===== config.mk =====
export PLATFORM = sky130hd
export DESIGN_NAME = irq_route_unit
export DESIGN_NICKNAME = d
export VERILOG_FILES = /design/src/rtl/irq_route_pkg.sv /design/src/rtl/irq_route_ctrl.sv /design/src/rtl/irq_route_dp.sv /design/src/rtl/irq_route_unit.sv
export SDC_FILE = /design/constraint.sdc
export NUM_CORES = 1
export LEC_CHECK = 0
export BUFFER_PORTS_ARGS = -buffer_cell sky130_fd_sc_hd__buf_2
export CAP_MARGIN = 20
export CORE_UTILIZATION = 40
export DETAILED_ROUTE_END_ITERATION = 16
export PLACE_DENSITY_LB_ADDON = 0.08
export SYNTH_ARGS = -nofsm -noshare
export SYNTH_HDL_FRONTEND = slang
export SYNTH_SLANG_ARGS = --single-unit

===== constraint.sdc =====
create_clock -name clk -period 1.4 [get_ports clk]
set_input_delay 0.21 -clock clk [delete_from_list [all_inputs] [get_ports clk]]
set_output_delay 0.21 -clock clk [all_outputs]
set_load 0.05 [all_outputs]

===== src/rtl/irq_route_pkg.sv =====
package irq_route_pkg;
  localparam int REG_W       = 8;
  localparam int ADDR_W      = 3;
  localparam int MODE_A_BITS = 4;
  localparam int MODE_B_BITS = 6;

  localparam logic [ADDR_W-1:0] ADDR_MODE_A = 3'd0;
  localparam logic [ADDR_W-1:0] ADDR_MODE_B = 3'd1;
  localparam logic [ADDR_W-1:0] ADDR_FLAG   = 3'd2;
  localparam logic [ADDR_W-1:0] ADDR_LINE   = 3'd3;
  localparam logic [ADDR_W-1:0] ADDR_PIN    = 3'd4;

  localparam logic [REG_W-1:0] PIN_VALUE = 8'd1;

  // Strobes from control to datapath
  typedef struct packed {
    logic             wrModeA;
    logic             wrModeB;
    logic             clrFlag;
    logic             wrLine;
    logic [REG_W-1:0] wrData;
    logic             rdModeA;
    logic             rdModeB;
    logic             rdFlag;
    logic             rdLine;
    logic             rdPin;
  } strobe_t;

  // Mode bit location for a line number: {valid, bank B, bit[2:0]}
  function automatic logic [4:0] lineMap(input int n);
    case (n)
      3:       return 5'b10_000;
      4:       return 5'b10_001;
      5:       return 5'b10_010;
      7:       return 5'b10_011;
      9:       return 5'b11_000;
      10:      return 5'b11_001;
      11:      return 5'b11_010;
      12:      return 5'b11_011;
      14:      return 5'b11_100;
      15:      return 5'b11_101;
      default: return 5'b00_000;
    endcase
  endfunction
endpackage


===== src/rtl/irq_route_ctrl.sv =====
module irq_route_ctrl
  import irq_route_pkg::*;
(
  input  logic              regWrEn,
  input  logic [ADDR_W-1:0] regAddr,
  input  logic [REG_W-1:0]  regWrData,
  input  logic [ADDR_W-1:0] regRdAddr,
  output strobe_t           stb
);
  always_comb begin
    stb         = '0;
    stb.wrData  = regWrData;
    if (regWrEn) begin
      unique case (regAddr)
        ADDR_MODE_A: stb.wrModeA = 1'b1;
        ADDR_MODE_B: stb.wrModeB = 1'b1;
        ADDR_FLAG:   stb.clrFlag = regWrData[0];
        ADDR_LINE:   stb.wrLine  = 1'b1;
        default:     ;
      endcase
    end
    unique case (regRdAddr)
      ADDR_MODE_A: stb.rdModeA = 1'b1;
      ADDR_MODE_B: stb.rdModeB = 1'b1;
      ADDR_FLAG:   stb.rdFlag  = 1'b1;
      ADDR_LINE:   stb.rdLine  = 1'b1;
      ADDR_PIN:    stb.rdPin   = 1'b1;
      default:     ;
    endcase
  end
endmodule


===== src/rtl/irq_route_dp.sv =====
module irq_route_dp
  import irq_route_pkg::*;
#(
  parameter int SEL_W = 4,
  localparam int NUM_LINES = 1 << SEL_W
) (
  input  logic                 clk,
  input  logic                 rstN,
  input  logic                 cardIrq,
  input  logic [SEL_W-1:0]     lineSel,
  input  strobe_t              stb,
  output logic [REG_W-1:0]     regRdData,
  output logic                 cardFlag,
  output logic [NUM_LINES-1:0] irqOe,
  output logic [NUM_LINES-1:0] irqOut
);
  logic [MODE_A_BITS-1:0] modeA;
  logic [MODE_B_BITS-1:0] modeB;
  logic [REG_W-1:0]       lineByte;
  logic                   flagQ;

  always_ff @(posedge clk or negedge rstN) begin
    if (!rstN) begin
      modeA    <= '0;
      modeB    <= '0;
      lineByte <= '0;
      flagQ    <= 1'b0;
    end else begin
      if (stb.wrModeA) modeA    <= stb.wrData[MODE_A_BITS-1:0];
      if (stb.wrModeB) modeB    <= stb.wrData[MODE_B_BITS-1:0];
      if (stb.wrLine)  lineByte <= stb.wrData;
      // request wins over a same-edge clear
      if (cardIrq)          flagQ <= 1'b1;
      else if (stb.clrFlag) flagQ <= 1'b0;
    end
  end

  assign cardFlag = flagQ;

  always_comb begin
    regRdData = '0;
    if (stb.rdModeA) regRdData[MODE_A_BITS-1:0] = modeA;
    if (stb.rdModeB) regRdData[MODE_B_BITS-1:0] = modeB;
    if (stb.rdFlag)  regRdData[0] = flagQ;
    if (stb.rdLine)  regRdData = lineByte;
    if (stb.rdPin)   regRdData = PIN_VALUE;
  end

  for (genvar n = 0; n < NUM_LINES; n++) begin : g_line
    localparam logic [4:0] MAP = lineMap(n);
    if (MAP[4]) begin : g_drv
      logic pushPull;
      logic active;
      if (MAP[3]) begin : g_b
        assign pushPull = modeB[MAP[2:0]];
      end else begin : g_a
        assign pushPull = modeA[MAP[2:0]];
      end
      assign active    = flagQ && (lineSel == SEL_W'(n));
      assign irqOe[n]  = pushPull | active;
      assign irqOut[n] = pushPull & active;
    end else begin : g_none
      assign irqOe[n]  = 1'b0;
      assign irqOut[n] = 1'b0;
    end
  end
endmodule


===== src/rtl/irq_route_unit.sv =====
module irq_route_unit
  import irq_route_pkg::*;
#(
  parameter int SEL_W = 4,
  localparam int NUM_LINES = 1 << SEL_W
) (
  input  logic                 clk,
  input  logic                 rstN,
  input  logic                 cardIrq,
  input  logic [SEL_W-1:0]     lineSel,
  input  logic                 regWrEn,
  input  logic [ADDR_W-1:0]    regAddr,
  input  logic [REG_W-1:0]     regWrData,
  input  logic [ADDR_W-1:0]    regRdAddr,
  output logic [REG_W-1:0]     regRdData,
  output logic [NUM_LINES-1:0] irqOe,
  output logic [NUM_LINES-1:0] irqOut
);
  strobe_t stb;
  logic    cardFlag;

  irq_route_ctrl u_ctrl (
    .regWrEn   (regWrEn),
    .regAddr   (regAddr),
    .regWrData (regWrData),
    .regRdAddr (regRdAddr),
    .stb       (stb)
  );

  irq_route_dp #(.SEL_W(SEL_W)) u_dp (
    .clk       (clk),
    .rstN      (rstN),
    .cardIrq   (cardIrq),
    .lineSel   (lineSel),
    .stb       (stb),
    .regRdData (regRdData),
    .cardFlag  (cardFlag),
    .irqOe     (irqOe),
    .irqOut    (irqOut)
  );
endmodule


==> flow_metrics.env <==
export IMPL_ant_nets=0
export IMPL_grt_max_degree=20
export IMPL_vias=1076
export IMPL_antenna_found_initial=0
export IMPL_clk_pin_slew_ns=0.10
export IMPL_drtIter0Drc=60
export IMPL_wl_met1_mm=1.29
export IMPL_numCtsBuffers=3
export IMPL_slowest_delay_ns=0.46
export IMPL_clockBufferDepth=2
export IMPL_critical_path_class="flip-flop to output port"
export IMPL_top_layer_used="met4"
export IMPL_num_antenna_cells=0
export IMPL_globalRouteTotalUtil=0.196
export IMPL_stdcell_count=204
export IMPL_fin_worst_skew_ns=0
export IMPL_clock_fmax_mhz=554
export IMPL_port_buffers=49
export IMPL_holdCritPathClass="input pin to flip-flop"
export IMPL_hold_viol_final=0
export IMPL_synth_adder_area_share=0
export IMPL_areaGrowthSynthToFinish_pct=55.0
export IMPL_fin_ws_ns=-0.407
export IMPL_grt_setup_unrepaired="yes"
export IMPL_dp_cells=197
export IMPL_cp_slowest_cell="mux4_2"
export IMPL_wirelength_mm=3.11
export IMPL_synth_simple_area_share=0.183
export IMPL_die_y_um=56.8
export IMPL_fp_row_count=19
export IMPL_remaining_drc_errors=18
export IMPL_fillers=217
export IMPL_synth_seq_cells=19
export IMPL_clock_latency_ns=0.30
export IMPL_die_w_um=56.8
export IMPL_slew_violations=0
export IMPL_finalNetCount=196
export IMPL_final_min_clock_period_ns=1.81
export IMPL_start_util=0.428
export IMPL_cts_root_buf="clkbuf_4"
export IMPL_cp_data_arrival_time_ns=1.60
export IMPL_tritoncts="yes"
export IMPL_leakage_uw=0.000926
export IMPL_drtPass1Iterations=10
export IMPL_synthXorXnorAreaFrac=0
export IMPL_fp_dieArea_mm2=0.00323
export IMPL_violations="DRC, setup timing"
export IMPL_avgSynthCellArea_um2=11.1
export IMPL_pin_count=62
export IMPL_synth_top_family_by_area="multiplexers"
export IMPL_drive_gt1_frac=0.671
export IMPL_vias_per_cell=5.27
export IMPL_grt_pass1_wl_mm=4.85
export IMPL_wl_met2_mm=1.61
export IMPL_grt_pass1_vias=1063
export IMPL_synth_mux_area_frac=0.242
export IMPL_wl_per_cell_um=15.3
export IMPL_maxCapViolations=0
export IMPL_synth_cell_types=23
export IMPL_syn_inst=108
export IMPL_fin_tns_setup_ns=-3.72
export IMPL_syn_cell_area_mm2=0.00120
export IMPL_htree_levels=1
export IMPL_finalCritPeriodShare=1.29
export IMPL_ys_seq_area_frac=0.396
export IMPL_crit_required_ns=1.19
export IMPL_hpwl_mm=2.31
export IMPL_gr_total_overflow=0
export IMPL_layout_common_cells="buf_2 (23), mux2_2 (20), dfrtp_1 (18), buf_6 (16), buf_4 (14)"
export IMPL_critPathMaxFanout=2
export IMPL_setup_viol=24
export IMPL_gp_congestion=0.828
export IMPL_ir_worst_vdd_uv=715
export IMPL_status="complete, but fails checks"
export IMPL_synth_compound_area_frac=0.0896
export IMPL_ys_warn_count=0
export IMPL_power_density_mw_per_mm2=1160
export IMPL_final_common_cell="buf_2"
export IMPL_endpoint_kind="output port"
export IMPL_worst_setup_path_start_kind="flip-flop"
export IMPL_met3_length_um=162
export IMPL_clock_sinks=19
export IMPL_path_cells="mux4_2 > mux2_4 > buf_6"
export IMPL_coreArea_mm2=0.00281
## stage by stage
stage / util / setup WS, ns / power, uW / area [um^2] / hold slack [ns]
after global placement: 0.547 / -0.100 / 1660 / 1530 / 0.165
after floorplan: - / -0.00164 / 1440 / 1260 / -0.0856
final: 0.664 / -0.407 / 2160 / 1860 / 0.0930
after detailed placement: 0.547 / -0.117 / 1680 / 1530 / 0.170
after CTS: 0.636 / -0.412 / 2120 / 1790 / 0.0910
after global routing: 0.664 / -0.452 / 2250 / 1860 / 0.0929
## final timing paths
kind                                   from                to  slack [ns]  cells after the start
max                           u_dp.modeA[0]      regRdData[0]       -0.41                      3
min                                 cardIrq     u_dp.cardFlag        0.09                      2
max reg2reg                   u_dp.modeB[1]     u_dp.modeB[1]        0.38                      3
min reg2reg                u_dp.lineByte[6]  u_dp.lineByte[6]        0.51                      1
max in group asynchronous              rstN     u_dp.modeB[5]        0.72                      2
min in group asynchronous              rstN  u_dp.lineByte[5]        0.37                      2
## per-layer routing
| layer | GRT usage | vias to the layer above |
|---|---|---|
| met5 | 0 | - |
| met4 | 0.0662 | 0 |
| met3 | 0.0184 | 5 |
| met2 | 0.361 | 50 |
| met1 | 0.237 | 520 |
| li1 | - | 501 |
## state kept, by name, indices dropped and copies added, names as in the netlist
name           count
u_dp.cardFlag      1
u_dp.lineByte      8
u_dp.modeA         4
u_dp.modeB         6
## timing repair
item                                    4_1_cts  5_1_grt
hold buffers                                  1        0
buffers inserted                              0        2
pin swaps                                     3       11
hold endpoints to repair                     19        0
endpoints found under the setup margin       24       26
resized for setup                            65       15
## synthesized netlist by cell type (all sizes together)
| cell type | instances | area, um^2 |
|---|---|---|
| and4b | 1 | 10.0 |
| or2b | 1 | 7.51 |
| and3b | 2 | 17.5 |
| dfrtp | 19 | 475 |
| and4 | 1 | 8.76 |
| nor2b | 5 | 33.8 |
| conb | 1 | 3.75 |
| clkbuf | 1 | 3.75 |
| mux2 | 22 | 248 |
| nor2 | 8 | 30.0 |
| nor3b | 1 | 12.5 |
| nand4b | 1 | 8.76 |
| and2 | 1 | 6.26 |
| nand3 | 1 | 10.0 |
| a21o | 9 | 67.6 |
| mux2i | 2 | 20.0 |
| buf | 14 | 100 |
| a31o | 2 | 17.5 |
| and3 | 12 | 75.1 |
| mux4 | 1 | 22.5 |
| a22oi | 3 | 22.5 |
## cells by family after synthesis
kind of cell / Yosys count
AO/OA/AOI/OAI: 14
buffers and inverters: 15
flip-flops: 19
multiplexers: 25
other: 1
AND/OR/NAND/NOR: 34
## layout make-up
class	instances	area (um^2)	area share
flip-flops and latches	19	477	0.256
clock buffers	4	26.3	0.0141
well taps	31	38.8	0.0208
multi-input cells	85	759	0.408
repair buffers	65	561	0.301
## critical path: cells and delay by family (launching register included)
family                 cells  cell delay [ns]
multiplexers               2             0.75
flip-flops                 1             0.40
buffers and inverters      1             0.15
## report_power, final
part	internal [uW]	leakage, uW	switching [uW]
sequential	664	0.000224	87.9
combinational	477	0.000688	652
clock	111	0.0000150	165
total	1250	0.000926	905
(Power assumes the default switching activity.)
